**src/rtl/dma_blk_pkg.sv**
```systemverilog
package dma_blk_pkg;
    localparam int SZCNT_W = 24;
    localparam int SIZE_W  = 8;
    localparam int CNT_W   = SZCNT_W - SIZE_W;
    localparam int UNITS_W = SIZE_W + 1;

    typedef enum logic [2:0] {
        ST_IDLE,
        ST_WAITGNT,
        ST_READ,
        ST_WRITE,
        ST_YIELD
    } dma_state_e;

    localparam logic [1:0] AM_INC = 2'b01;
    localparam logic [1:0] AM_DEC = 2'b10;
endpackage

```
**src/rtl/dma_addr_ctr.sv**
```systemverilog
module dma_addr_ctr
    import dma_blk_pkg::*;
#(
    parameter int AW = 24
) (
    input  logic          clk,
    input  logic          rst_n,
    input  logic          load,
    input  logic [AW-1:0] load_val,
    input  logic [1:0]    mode,
    input  logic          word,
    input  logic          adv,
    output logic [AW-1:0] addr
);
    logic [AW-1:0] step_mag;

    assign step_mag = word ? AW'(2) : AW'(1);

    always_ff @(posedge clk) begin
        if (!rst_n) begin
            addr <= '0;
        end else if (load) begin
            addr <= load_val;
        end else if (adv) begin
            unique case (mode)
                AM_INC:  addr <= addr + step_mag;
                AM_DEC:  addr <= addr - step_mag;
                default: addr <= addr;
            endcase
        end
    end

    // step direction and magnitude per mode
    assert_step_inc_R4: assert property (@(posedge clk) disable iff (!rst_n)
        (adv && !load && mode == AM_INC && !word) |=> addr == $past(addr) + AW'(1));
    assert_step_dec_R4: assert property (@(posedge clk) disable iff (!rst_n)
        (adv && !load && mode == AM_DEC && word) |=> addr == $past(addr) - AW'(2));
    // no restore unless a load happens
    assert_no_restore_R5: assert property (@(posedge clk) disable iff (!rst_n)
        (!adv && !load) |=> $stable(addr));
endmodule

```
**src/rtl/dma_blk_fsm.sv**
```systemverilog
module dma_blk_fsm
    import dma_blk_pkg::*;
#(
    parameter int CW = CNT_W,
    parameter int UW = UNITS_W
) (
    input  logic          clk,
    input  logic          rst_n,
    input  logic          load,
    input  logic [CW-1:0] load_cnt,
    input  logic [UW-1:0] size_units,
    input  logic          yield_en,
    input  logic          xfer_req,
    input  logic          hi_pri_req,
    input  logic          abort,
    input  logic          ext_bus_req,
    input  logic          bus_gnt,
    output logic          bus_req,
    output logic          bus_rd,
    output logic          bus_wr,
    output logic          blk_end,
    output logic          ack,
    output logic          hi_pri_held,
    output logic          chan_en,
    output logic [CW-1:0] blocks_left,
    output logic          irq,
    output logic          idle
);
    dma_state_e    state_q, state_d;
    logic          accept;
    logic [UW-1:0] units_q;
    logic          last_unit;
    logic          active;

    assign last_unit = (units_q == UW'(1));
    assign active    = (state_q != ST_IDLE);

    // state register
    always_ff @(posedge clk) begin
        if (!rst_n) state_q <= ST_IDLE;
        else        state_q <= state_d;
    end

    // next state
    always_comb begin
        state_d = state_q;
        accept  = 1'b0;
        unique case (state_q)
            ST_IDLE: begin
                if (chan_en && xfer_req && !hi_pri_req) begin
                    state_d = ST_WAITGNT;
                    accept  = 1'b1;
                end
            end
            ST_WAITGNT: begin
                if (abort)        state_d = ST_IDLE;
                else if (bus_gnt) state_d = ST_READ;
            end
            ST_READ: begin
                if (abort) state_d = ST_IDLE;
                else       state_d = ST_WRITE;
            end
            ST_WRITE: begin
                if (abort || last_unit)         state_d = ST_IDLE;
                else if (yield_en && ext_bus_req) state_d = ST_YIELD;
                else                            state_d = ST_READ;
            end
            ST_YIELD: begin
                if (abort)             state_d = ST_IDLE;
                else if (!ext_bus_req) state_d = ST_WAITGNT;
            end
            default: state_d = ST_IDLE;
        endcase
    end

    // outputs
    always_comb begin
        bus_req     = (state_q == ST_WAITGNT) || (state_q == ST_READ) || (state_q == ST_WRITE);
        bus_rd      = (state_q == ST_READ);
        bus_wr      = (state_q == ST_WRITE);
        blk_end     = (state_q == ST_WRITE) && last_unit && !abort;
        hi_pri_held = hi_pri_req && active;
        idle        = !active;
    end

    // unit, block, enable and interrupt bookkeeping
    always_ff @(posedge clk) begin
        if (!rst_n) begin
            units_q     <= '0;
            blocks_left <= '0;
            chan_en     <= 1'b0;
            irq         <= 1'b0;
            ack         <= 1'b0;
        end else begin
            ack <= accept;
            if (accept)
                units_q <= size_units;
            else if (bus_wr && !abort)
                units_q <= units_q - UW'(1);

            if (load) begin
                blocks_left <= load_cnt;
                chan_en     <= 1'b1;
                irq         <= 1'b0;
            end else if (abort && active) begin
                chan_en <= 1'b0;
            end else if (blk_end) begin
                blocks_left <= blocks_left - CW'(1);
                if (blocks_left == CW'(1)) begin
                    chan_en <= 1'b0;
                    irq     <= 1'b1;
                end
            end
        end
    end

    assert_ack_single_R2: assert property (@(posedge clk) disable iff (!rst_n)
        ack |=> !ack);
    assert_ack_state_R2: assert property (@(posedge clk) disable iff (!rst_n)
        ack |-> (state_q == ST_WAITGNT || state_q == ST_IDLE));
    assert_end_on_write_R6: assert property (@(posedge clk) disable iff (!rst_n)
        blk_end |-> bus_wr);
    assert_release_R7: assert property (@(posedge clk) disable iff (!rst_n)
        blk_end |=> !bus_req);
    assert_yield_R8: assert property (@(posedge clk) disable iff (!rst_n)
        (bus_wr && !last_unit && yield_en && ext_bus_req && !abort) |=> !bus_req);
    assert_hold_off_R10: assert property (@(posedge clk) disable iff (!rst_n)
        (idle && hi_pri_req) |=> !ack);
    assert_irq_disables_R11: assert property (@(posedge clk) disable iff (!rst_n)
        $rose(irq) |-> !chan_en);
    assert_abort_R12: assert property (@(posedge clk) disable iff (!rst_n)
        (abort && active) |=> (!bus_req && !chan_en));
    assert_grant_R13: assert property (@(posedge clk) disable iff (!rst_n)
        (state_q == ST_WAITGNT && !bus_gnt && !abort) |=> state_q == ST_WAITGNT);
endmodule

```
**src/rtl/dma_blk_seq.sv**
```systemverilog
module dma_blk_seq
    import dma_blk_pkg::*;
#(
    parameter int AW = 24,
    parameter int DW = 16
) (
    input  logic               clk,
    input  logic               rst_n,
    input  logic               cfg_load,
    input  logic [SZCNT_W-1:0] cfg_szcnt,
    input  logic [AW-1:0]      cfg_src,
    input  logic [AW-1:0]      cfg_dst,
    input  logic               cfg_word,
    input  logic [1:0]         cfg_src_mode,
    input  logic [1:0]         cfg_dst_mode,
    input  logic               cfg_yield,
    input  logic               xfer_req,
    input  logic               hi_pri_req,
    input  logic               abort,
    input  logic               ext_bus_req,
    input  logic               bus_gnt,
    input  logic [DW-1:0]      bus_rdata,
    output logic               bus_req,
    output logic               bus_rd,
    output logic               bus_wr,
    output logic [AW-1:0]      bus_addr,
    output logic [DW-1:0]      bus_wdata,
    output logic               bus_word,
    output logic               ack,
    output logic               blk_end,
    output logic               hi_pri_held,
    output logic               chan_en,
    output logic [CNT_W-1:0]   blocks_left,
    output logic               irq
);
    logic [SIZE_W-1:0]  size_q;
    logic               word_q;
    logic               yield_q;
    logic [1:0]         smode_q;
    logic [1:0]         dmode_q;
    logic [DW-1:0]      data_q;
    logic               idle;
    logic               load_ok;
    logic [UNITS_W-1:0] size_units;
    logic [AW-1:0]      src_addr;
    logic [AW-1:0]      dst_addr;

    assign load_ok    = cfg_load && idle;
    assign size_units = (size_q == '0) ? UNITS_W'(1 << SIZE_W) : {1'b0, size_q};

    always_ff @(posedge clk) begin
        if (!rst_n) begin
            size_q  <= '0;
            word_q  <= 1'b0;
            yield_q <= 1'b0;
            smode_q <= '0;
            dmode_q <= '0;
        end else if (load_ok) begin
            size_q  <= cfg_szcnt[SZCNT_W-1:CNT_W];
            word_q  <= cfg_word;
            yield_q <= cfg_yield;
            smode_q <= cfg_src_mode;
            dmode_q <= cfg_dst_mode;
        end
    end

    always_ff @(posedge clk) begin
        if (!rst_n)      data_q <= '0;
        else if (bus_rd) data_q <= bus_rdata;
    end

    dma_blk_fsm #(.CW(CNT_W), .UW(UNITS_W)) u_fsm (
        .clk         (clk),
        .rst_n       (rst_n),
        .load        (load_ok),
        .load_cnt    (cfg_szcnt[CNT_W-1:0]),
        .size_units  (size_units),
        .yield_en    (yield_q),
        .xfer_req    (xfer_req),
        .hi_pri_req  (hi_pri_req),
        .abort       (abort),
        .ext_bus_req (ext_bus_req),
        .bus_gnt     (bus_gnt),
        .bus_req     (bus_req),
        .bus_rd      (bus_rd),
        .bus_wr      (bus_wr),
        .blk_end     (blk_end),
        .ack         (ack),
        .hi_pri_held (hi_pri_held),
        .chan_en     (chan_en),
        .blocks_left (blocks_left),
        .irq         (irq),
        .idle        (idle)
    );

    dma_addr_ctr #(.AW(AW)) u_src (
        .clk      (clk),
        .rst_n    (rst_n),
        .load     (load_ok),
        .load_val (cfg_src),
        .mode     (smode_q),
        .word     (word_q),
        .adv      (bus_rd),
        .addr     (src_addr)
    );

    dma_addr_ctr #(.AW(AW)) u_dst (
        .clk      (clk),
        .rst_n    (rst_n),
        .load     (load_ok),
        .load_val (cfg_dst),
        .mode     (dmode_q),
        .word     (word_q),
        .adv      (bus_wr),
        .addr     (dst_addr)
    );

    assign bus_addr  = bus_rd ? src_addr : dst_addr;
    assign bus_wdata = data_q;
    assign bus_word  = word_q;

    // configuration is ignored while a block runs
    assert_load_ignored_R1: assert property (@(posedge clk) disable iff (!rst_n)
        (cfg_load && !idle) |=> $stable(size_q));
    // bus cycles only with grant
    assert_cycles_granted_R13: assert property (@(posedge clk) disable iff (!rst_n)
        (bus_rd && !bus_gnt) |-> 1'b0);
endmodule

```
**config.mk**
```make
export PLATFORM = sky130hd
export DESIGN_NAME = dma_blk_seq
export DESIGN_NICKNAME = d
export VERILOG_FILES = /design/src/rtl/dma_blk_pkg.sv /design/src/rtl/dma_addr_ctr.sv /design/src/rtl/dma_blk_fsm.sv /design/src/rtl/dma_blk_seq.sv
export SDC_FILE = /design/constraint.sdc
export NUM_CORES = 1
export LEC_CHECK = 0
export BUFFER_PORTS_ARGS = -buffer_cell sky130_fd_sc_hd__buf_2
export CAP_MARGIN = 20
export CORE_MARGIN = 5
export CORE_UTILIZATION = 50
export CTS_BUF_LIST = sky130_fd_sc_hd__clkbuf_4 sky130_fd_sc_hd__clkbuf_8 sky130_fd_sc_hd__clkbuf_16
export DETAILED_ROUTE_END_ITERATION = 7
export MAX_ROUTING_LAYER = met4
export PLACE_DENSITY = 0.76
export SKIP_LAST_GASP = 1
export SYNTH_ARGS = -nofsm -noshare
export SYNTH_HDL_FRONTEND = slang
export SYNTH_SLANG_ARGS = --single-unit
```
**constraint.sdc**
```tcl
create_clock -name clk -period 5.3 [get_ports clk]
set_input_delay 0.795 -clock clk [delete_from_list [all_inputs] [get_ports clk]]
set_output_delay 0.795 -clock clk [all_outputs]
set_load 0.1 [all_outputs]
```
==> impl_metrics.csv, run 1 <==
group,metric,value,unit
status,status,"completed",
sta,fin_crit,3.48,ns
clock_tree,post_cts_resize_count,0,
placed_design,gp_congestion,0.941,
final_layout,final_nets,1267,
floorplan,die_x,132,um
global_route,overflow,0,
worst_setup_path,critPathLaunch,"smode_q[0]$_SDFFE_PN0P_",
route,drt-wirelength-per-cell,17.5,um
final_layout,final_util,0.583,
power,p_leak,3.42,nW
synthesis,synthTopCellsByArea,"dfxtp_1 29%, nand2_1 9.9%, a21oi_1 6.8%",
final_layout,syn2layout_area_growth,14.1,%
synthesis,yosys.area.top_type,"dfxtp_1",
worst_setup_path,rr_worst_depth,11,
hold_path,whs_path_depth,2,
synthesis,yosysWarningCount,0,
route,drt_iter0_markers,630,
clock_tree,cts_max_level,3,
worst_setup_path,endpoint_kind,"flop",
clock_tree,insertion_delay,0.35,ns
worst_setup_path,crit_path_max_fanout,35,
final_layout,final_common_cell,"nand2_1",
sta,finalSetupTns,0,ns
worst_setup_path,arrival,3.76,ns
synthesis,synth.avg_cell_area,6.99,um2
global_route,grt_usage,0.271,
route,vias,8257,
synthesis,synth.net_count,1175,
hold_path,min_from,"bus_wdata[10]$_SDFFE_PN0P_",
clock_tree,clkTransAtPathRegs,0.08,ns
sta,setup_viol,0,
flow_run,max_cap_viol_count,0,
sta,hold_viol,0,
sta,rsz0062_at_grt,"false",
synthesis,synth_cell_types,76,
floorplan,die_h,132,um
global_route,antenna_found_initial,0,
floorplan,initial_core_util,0.511,
route,ant_nets,0,
sta,fmax,0.287,GHz
clock_tree,cts_made_buffers,9,
synthesis,async_flop_share,0,
synthesis,ys_ff_latch,109,
final_layout,antennaDiodeCount,0,
final_layout,drive_gt1_frac,0.186,
final_layout,final_cell_count_no_fill,1343,
route,viasPerCell,6.15,
clock_tree,cts_sinks,109,
final_layout,final_cell_mix,"194 x nand2_1, 166 x buf_2, 109 x dfxtp_1",
clock_tree,cts_tree,"done",
route,finalWirelength,23500,um
power,p_total,0.00219,W
clock_tree,cts_root_buf,"clkbuf_16",
worst_setup_path,crit_path_start_kind,"flop",
synthesis,synthCells,1063,
synthesis,seq_area_frac_synth,0.294,
synthesis,netlist.area_leader.share,0.294,
placed_design,place_inst,1328,
route,drc,0,
clock_tree,postCtsHoldBufs,0,
route,drt_first_pass_iters,5,
floorplan,io-pin-count,167,
global_route,grt_pass1_vias,7703,
floorplan,die_area,0.0174,mm2
sta,slew_viol_final,0,
placed_design,dp_hpwl,16700,um
sta,worstMarginPinSlew,1.01,ns
clock_tree,clk_path_buf_depth,2,
synthesis,netlist_area,0.00743,mm2
sta,fin_crit_sh,0.657,
floorplan,core_area,0.0145,mm2
global_route,grt_max_degree,90,
floorplan,rows,44,
hold_path,min_path_type,"flop to flop",
power,power_density,259,mW/mm2
global_route,grt_pass1_wl,39100,um
power,vdd.ir_drop.worst,0.000217,V
worst_setup_path,r2r_start,"smode_q[0]$_SDFFE_PN0P_",
worst_setup_path,crit_type,"flop to flop",
sta,slew_headroom,0.330,
placed_design,port_buffers,166,
synthesis,synth_flop_cell,"dfxtp_1",
worst_setup_path,crit_required,5.58,ns
clock_tree,cts_post_setup_buffers_inserted,0,
synthesis,synth_edf_count,0,
sta,fin_skew,0.00560,ns
-- flip-flops by register name, summed over array words and instances, names as in the netlist --
name	flops
bus_word	1
bus_wdata	16
dmode_q	2
yield_q	1
u_fsm.irq	1
u_fsm.chan_en	1
smode_q	2
u_fsm.units_q	9
u_fsm.blocks_left	16
size_q	8
u_fsm.state_q	3
u_dst.addr	24
u_fsm.ack	1
u_src.addr	24
-- critical path: stages (launching register included) --
cell	delay (ns)
dfxtp_1	0.38
nand2b_1	0.12
buf_4	0.33
nor2_1	0.13
fa_1	0.51
or4_1	0.48
nor4_1	0.40
a21oi_1	0.20
a211oi_1	0.29
a31oi_1	0.08
or3_1	0.33
a31oi_1	0.15
-- synthesized netlist by cell type (9+ instances only) --
master and n:
nand2_1 195, dfxtp_1 109, a21oi_1 101, nor2_1 98
clkbuf_1 83, o21ai_0 45, nor3_1 35, a22oi_1 31
nand3_1 31, a31oi_1 24, nor4_1 19, nand4_1 18
or3_1 18, inv_1 14, a211oi_1 13, and3_1 13
xnor2_1 13, o22ai_1 12, o31ai_1 11, xor2_1 11
buf_1 10, mux2i_1 10, and2_1 9, nand2b_1 9
-- cells by family (layout without fill, tap and decap cells) --
group / Yosys count / in the layout / share of synthesized area
flip-flops: 109 / 109 / 0.294
multiplexers: 12 / 12 / 0.0165
XOR/XNOR: 24 / 24 / 0.0283
adder cells (fa/ha/maj): 10 / 10 / 0.0189
buffers and inverters: 110 / 206 / 0.0566
AO/OA/AOI/OAI: 298 / 298 / 0.255
AND/OR/NAND/NOR: 500 / 500 / 0.331
-- final timing paths --
path / endpoint / slack (ns)
setup / recovery: u_src.addr[16]$_SDFFE_PN0P_ / 1.82
hold / removal: bus_wdata[10]$_SDFFE_PN0P_ / 0.45
setup reg to reg: u_src.addr[16]$_SDFFE_PN0P_ / 1.82
hold reg to reg: bus_wdata[10]$_SDFFE_PN0P_ / 0.45
-- report_power, final --
group	internal [W]	switching (W)	total (W)
logic	0.000174	0.000414	0.000589
registers	0.000863	0.0000887	0.000952
clock network	0.000325	0.000327	0.000652
-- per-layer routing --
metal,track usage,share of wire
met5,-,0
met4,0.0789,0.016
met3,0.0519,0.087
met2,0.406,0.44
met1,0.372,0.45
-- area by class of cell --
cell class	instances	area, um2
inverters	16	60.1
multi-input cells	844	4840
repair buffers	175	898
flip-flops and latches	109	2180
clock buffers	10	233
clock inverters	5	36.3
fillers	1431	6060
well taps	184	230
-- stage by stage --
step	setup slack [ns]	area, um2	hold slack (ns)
2_1_floorplan	1.27	7430	0.432
3_3_place_gp	2.07	8210	0.438
3_5_place_dp	1.90	8210	0.443
4_1_cts	1.89	8480	0.453
5_1_grt	1.50	8480	0.479
6_report	1.82	8480	0.450
Note: power is estimated with default switching activity, not from simulation.
==> inputs of run 2 (changes only) <==
- clock period: 5.3 -> 3.6 ns (I/O delays scaled with it)
==> run 2 against run 1 <==
- die area stayed put
- cell count rose by 0.67%
- setup slack lost 1.3 ns
- routed wire length up 1.1%
- critical path type is now flop to output port
==> impl_metrics.csv, run 2 (synthesized netlist as in run 1, its figures left out) <==
group,metric,value,unit
status,status,"completed",
worst_setup_path,critPathBufInv,2,
route,drc,0,
route,drt_iter0_markers,851,
route,routed.top_layer,"met4",
power,power_density,383,mW/mm2
power,vdd.ir_drop.worst,0.000409,V
sta,fin_skew,0.00732,ns
floorplan,rows,44,
worst_setup_path,timing.rr.end,"u_src.addr[16]$_SDFFE_PN0P_",
sta,worstMarginPinSlew,0.870,ns
final_layout,syn2layout_area_growth,20.8,%
worst_setup_path,cpMaxStageDelayCell,"dfxtp_1",
worst_setup_path,crit_path_max_fanout,16,
route,viasPerCell,6.17,
route,drt-wirelength-per-cell,17.6,um
sta,slew_headroom,0.415,
sta,slew_viol_final,0,
clock_tree,cts_tree,"done",
global_route,grt_pass1_wl,38900,um
floorplan,core_area,0.0145,mm2
sta,fin_crit,3.07,ns
final_layout,final_nets,1274,
worst_setup_path,crit_path_cell_trace,"nand4bb_1 -> nor4_4 -> buf_4 -> buf_2",
clock_tree,insertion_delay,0.37,ns
route,met1_length,10300,um
worst_setup_path,rr_worst_depth,11,
placed_design,dp_hpwl,17200,um
hold_path,min_from,"bus_rdata[1]",
global_route,antenna_found_initial,1,
worst_setup_path,max_stage_delay,0.67,ns
clock_tree,cts_post_setup_buffers_inserted,0,
worst_setup_path,r2r_setup_slack,0.54,ns
final_layout,final_cell_mix,"194 x nand2_1, 141 x buf_2, 109 x dfxtp_1",
clock_tree,cts_max_level,3,
floorplan,die_area,0.0174,mm2
global_route,overflow,0,
sta,hold_viol,0,
clock_tree,post_cts_resize_count,0,
placed_design,gp_congestion,0.954,
sta,setup_viol,0,
final_layout,largest_registers,"u_dst.addr x24, u_src.addr x24",
global_route,grt_usage,0.272,
floorplan,die_x,132,um
route,wl_met3,2230,um
clock_tree,cts_root_buf,"clkbuf_16",
final_layout,final_common_cell,"nand2_1",
clock_tree,cts_sinks,109,
worst_setup_path,crit_required,3.06,ns
worst_setup_path,arrival,2.53,ns
clock_tree,clk_path_buf_depth,2,
route,drt_first_pass_iters,5,
sta,holdWs,0.401,ns
placed_design,port_buffers,166,
final_layout,final_cell_count_no_fill,1352,
hold_path,whs_path_depth,3,
floorplan,io-pin-count,167,
worst_setup_path,crit_path_start_kind,"flop",
final_layout,drive_gt1_frac,0.192,
flow_run,max_cap_viol_count,0,
global_route,grt_pass1_vias,7732,
hold_path,min_path_type,"input port to flop",
clock_tree,cts_made_buffers,9,
sta,rsz0062_at_grt,"false",
route,finalWirelength,23800,um
placed_design,place_inst,1335,
sta,fmax,0.326,GHz
clock_tree,clkTransAtPathRegs,0.08,ns
floorplan,die_h,132,um
worst_setup_path,crit_type,"flop to output port",
sta,fin_crit_sh,0.852,
worst_setup_path,crit_family,"simple AND/OR/NAND/NOR gates",
final_layout,final_util,0.618,
route,vias,8337,
floorplan,initial_core_util,0.511,
hold_path,min_to,"bus_wdata[1]$_SDFFE_PN0P_",
worst_setup_path,r2r_start,"bus_word$_SDFFE_PN0P_",
power,p_leak,3.56,nW
route,dr_wl_met2,10600,um
route,ant_nets,0,
global_route,grt_max_degree,85,
clock_tree,postCtsHoldBufs,0,
worst_setup_path,endpoint_kind,"output port",
## run 2: cell types whose count changed in the layout (fill, tap and decap cells not counted), sizes merged
cell    delta
clkbuf     -1
buf        +7
bufinv     +1
inv        +1
diode      +1
## run 2: worst min-delay path, cell delays in order
cell	delay, ns
buf_2	0.09
nand2_1	0.04
a21oi_1	0.05
## run 2: final cells by class
cell class | instances | area (um2)
clock buffer | 9 | 225
antenna | 1 | 2.50
timing repair buffer | 182 | 1340
clock inverter | 7 | 100
inverter | 16 | 60.1
sequential | 109 | 2180
fill | 1391 | 5560
tap | 184 | 230
multi-input combinational | 844 | 4840
## run 2: per-layer routing
metal  vias up  track usage
li1       4056            -
met1      3868        0.355
met2       369        0.410
met3        44       0.0752
met4         0       0.0886
met5         -            -
## run 2: through the flow
step / power [W] / setup TNS [ns] / setup slack [ns] / area (um2)
5_1_grt: 0.00359 / 0 / 0.374 / 8980
2_1_floorplan: 0.00206 / -0.489 / -0.175 / 7430
3_3_place_gp: 0.00235 / 0 / 0.712 / 8650
3_5_place_dp: 0.00236 / 0 / 0.612 / 8650
6_report: 0.00343 / 0 / 0.534 / 8980
4_1_cts: 0.00344 / 0 / 0.544 / 8970
## run 2: worst max path at each step
stage                                             start                     endpoint  slack, ns  cells after the start
after CTS                 u_fsm.state_q[1]$_SDFFE_PN0P_                      blk_end       0.54                      4
after global placement            bus_word$_SDFFE_PN0P_  u_src.addr[16]$_SDFFE_PN0P_       0.71                     11
after floorplan           u_fsm.state_q[2]$_SDFFE_PN0P_                  bus_addr[0]      -0.18                      6
after detailed placement          bus_word$_SDFFE_PN0P_  u_src.addr[16]$_SDFFE_PN0P_       0.61                     11
after global routing              bus_word$_SDFFE_PN0P_  u_src.addr[16]$_SDFFE_PN0P_       0.37                     11
final                     u_fsm.state_q[1]$_SDFFE_PN0P_                      blk_end       0.53                      4
## run 2: power breakdown
part	internal (W)	leakage [nW]	switching (W)	total (W)
clock	0.000564	0.158	0.000523	0.00109
sequential	0.00127	0.894	0.000129	0.00140
combinational	0.000322	2.51	0.000625	0.000947
total	0.00216	3.56	0.00128	0.00343
==> inputs of run 3 (changes only) <==
- ABC_AREA: default -> 1
- CORE_UTILIZATION: 50 -> 38
- PLACE_DENSITY: 0.76 -> 0.6
==> run 3 against run 2 <==
- die area increased by 47%
- setup slack better by 0.25 ns
- largest cell class unchanged
- cell count increased by 36%
- area after synthesis is 15% higher
==> impl_metrics.csv, run 3 <==
group,metric,value,unit
status,status,"completed",
synthesis,ys_top_cells_by_count,"402 x nand2_1, 177 x nor2_1, 148 x inv_1, 112 x o21ai_0, 109 x dfxtp_1",
synthesis,synthMuxAreaShare,0,
synthesis,synth_top_family_by_area,"simple AND/OR/NAND/NOR gates",
global_route,grt_pass1_wl,48200,um
placed_design,dp_slack,0.913,ns
synthesis,yosys.area.top_type,"dfxtp_1",
synthesis,synthTopCellsByArea,"dfxtp_1 26%, nand2_1 18%, nor2_1 7.8%",
final_layout,syn2layout_area_growth,14.9,%
clock_tree,cts_root_buf,"clkbuf_16",
synthesis,synth_xor_area_frac,0.0267,
global_route,overflow,0,
synthesis,synth.most_common_cell,"nand2_1",
power,p_leak,4.76,nW
sta,fmax,0.356,GHz
clock_tree,cts_made_buffers,9,
worst_setup_path,crit_required,3.06,ns
route,met1_length,14200,um
sta,hold_viol,0,
worst_setup_path,crit_path_max_fanout,18,
power,power_density,400,mW/mm2
synthesis,yosysWarningCount,0,
sta,fin_crit_sh,0.781,
route,viasPerCell,5.29,
final_layout,final_common_cell,"nand2_1",
floorplan,rows,54,
floorplan,initial_core_util,0.388,
clock_tree,cts_max_level,3,
final_layout,fill_cells,2411,
route,finalWirelength,29800,um
placed_design,dp_hpwl,22600,um
route,drt_iter0_markers,689,
global_route,grt_max_degree,49,
clock_tree,cts_post_setup_buffers_inserted,0,
sta,worstMarginPinSlew,0.737,ns
route,dr_wl_met2,13100,um
hold_path,whs_path_depth,3,
power,p_total,0.00392,W
worst_setup_path,arrival,2.27,ns
worst_setup_path,r2r_start,"smode_q[0]$_SDFFE_PN0P_",
clock_tree,insertion_delay,0.37,ns
flow_run,max_cap_viol_count,0,
synthesis,synth_cell_types,47,
global_route,grt_usage,0.235,
clock_tree,post_cts_resize_count,0,
sta,slew_viol_final,0,
clock_tree,postCtsHoldBufs,0,
clock_tree,cts_sinks,109,
placed_design,port_buffers,166,
worst_setup_path,crit_path_start_kind,"flop",
worst_setup_path,timing.rr.end,"u_src.addr[17]$_SDFFE_PN0P_",
global_route,grt_pass1_vias,9153,
route,drt_first_pass_iters,5,
synthesis,synthAdderAreaFrac,0.0165,
sta,fin_skew,0.0187,ns
route,drc,0,
synthesis,netlist.area_leader.share,0.256,
sta,fin_crit,2.81,ns
route,ant_nets,0,
worst_setup_path,rr_worst_depth,16,
floorplan,die_area,0.0255,mm2
synthesis,synthSimpleGateAreaFrac,0.390,
sta,rsz0062_at_grt,"false",
floorplan,core_area,0.0220,mm2
synthesis,synthCells,1426,
synthesis,synth.net_count,1538,
hold_path,min_path_type,"input port to flop",
final_layout,drive_gt1_frac,0.165,
clock_tree,cts_tree,"done",
route,wl_met3,2040,um
floorplan,io-pin-count,167,
sta,setup_ws,0.788,ns
synthesis,ys_ff_latch,109,
route,vias,9744,
power,vdd.ir_drop.worst,0.000318,V
placed_design,gp_congestion,0.923,
hold_path,min_from,"bus_rdata[6]",
floorplan,die_x,160,um
sta,setup_viol,0,
synthesis,synth_edf_count,0,
synthesis,async_flop_share,0,
final_layout,final_nets,1667,
sta,slew_headroom,0.508,
synthesis,synth_compound_area_frac,0.202,
final_layout,largest_registers,"u_dst.addr x24, u_src.addr x24",
clock_tree,clk_path_buf_depth,2,
global_route,antenna_found_initial,2,
worst_setup_path,r2r_setup_slack,0.91,ns
route,routed.top_layer,"met4",
synthesis,synth.avg_cell_area,5.97,um2
clock_tree,clkTransAtPathRegs,0.09,ns
worst_setup_path,crit_type,"flop to output port",
final_layout,final_cell_mix,"401 x nand2_1, 177 x nor2_1, 166 x buf_2",
synthesis,seq_area_frac_synth,0.256,
floorplan,die_h,160,um
worst_setup_path,endpoint_kind,"output port",
route,drt-wirelength-per-cell,16.2,um
synthesis,netlist_area,0.00852,mm2
synthesis,synth_flop_cell,"dfxtp_1",
hold_path,min_to,"bus_wdata[6]$_SDFFE_PN0P_",
-- run 3: cell types whose count changed after synthesis, sizes merged, moves of 13 or more --
cell | previous run | this run
nor4 | 22 | 4
or3 | 18 | 0
nand3 | 31 | 114
nand2 | 195 | 424
o21ai | 45 | 117
nor2 | 98 | 191
and3 | 13 | 0
nor3 | 36 | 10
buf | 11 | 33
a22oi | 31 | 1
inv | 16 | 154
a41oi | 3 | 28
clkbuf | 83 | 30
a211oi | 13 | 0
-- run 3: logic make-up after synthesis --
group / after synthesis
flops: 109
fa+ha+maj: 10
buf+inv: 220
simple gates: 767
xor+xnor: 26
compound gates: 294
-- run 3: critical path, stage by stage, from the launching register on --
cell and delay [ns]:
dfxtp_1 0.35, nor3_2 0.26, clkinv_1 0.61, nand2_1 0.21, nand2_1 0.15, buf_2 0.33
-- run 3: power by group --
part / internal, W / switching [W] / total, W
Sequential: 0.00129 / 0.0000956 / 0.00139
Clock: 0.000501 / 0.000549 / 0.00105
Combinational: 0.000383 / 0.00109 / 0.00148
Total: 0.00218 / 0.00174 / 0.00392
-- run 3: final cells by class --
class | instances | area (um2) | area share
timing repair buffer | 181 | 943 | 0.0964
tap | 280 | 350 | 0.0358
multi-input combinational | 1097 | 5430 | 0.554
clock buffer | 10 | 233 | 0.0238
inverter | 157 | 589 | 0.0602
antenna | 2 | 5.00 | 0.000511
sequential | 109 | 2180 | 0.223
clock inverter | 6 | 60.1 | 0.00613
-- run 3: worst max path at each step --
| stage | start | end | slack, ns | depth (start not counted) |
|---|---|---|---|---|
| floorplan | u_fsm.state_q[2]$_SDFFE_PN0P_ | bus_addr[16] | -0.48 | 4 |
| global placement | smode_q[0]$_SDFFE_PN0P_ | u_src.addr[17]$_SDFFE_PN0P_ | 1.00 | 16 |
| detailed placement | smode_q[0]$_SDFFE_PN0P_ | u_src.addr[17]$_SDFFE_PN0P_ | 0.91 | 16 |
| CTS | u_fsm.state_q[2]$_SDFFE_PN0P_ | bus_addr[1] | 0.80 | 5 |
| global route | smode_q[0]$_SDFFE_PN0P_ | u_src.addr[17]$_SDFFE_PN0P_ | 0.51 | 16 |
| finish | u_fsm.state_q[2]$_SDFFE_PN0P_ | bus_addr[1] | 0.79 | 5 |
-- run 3: metal layers --
metal	vias up	GRT usage
li1	4947	-
met1	4430	0.324
met2	338	0.363
met3	29	0.0423
met4	0	0.0450
met5	-	-
-- run 3: metrics by stage --
stage,hold WS (ns),std cells,cell area (um2),util,TNS (ns)
finish,0.387,1842,9790,0.446,0
global route,0.389,1842,9790,0.446,0
CTS,0.370,1840,9780,0.446,0
detailed placement,0.455,1824,9490,0.432,0
global placement,0.455,1824,9490,0.432,0
floorplan,0.436,1426,8520,-,-3.35
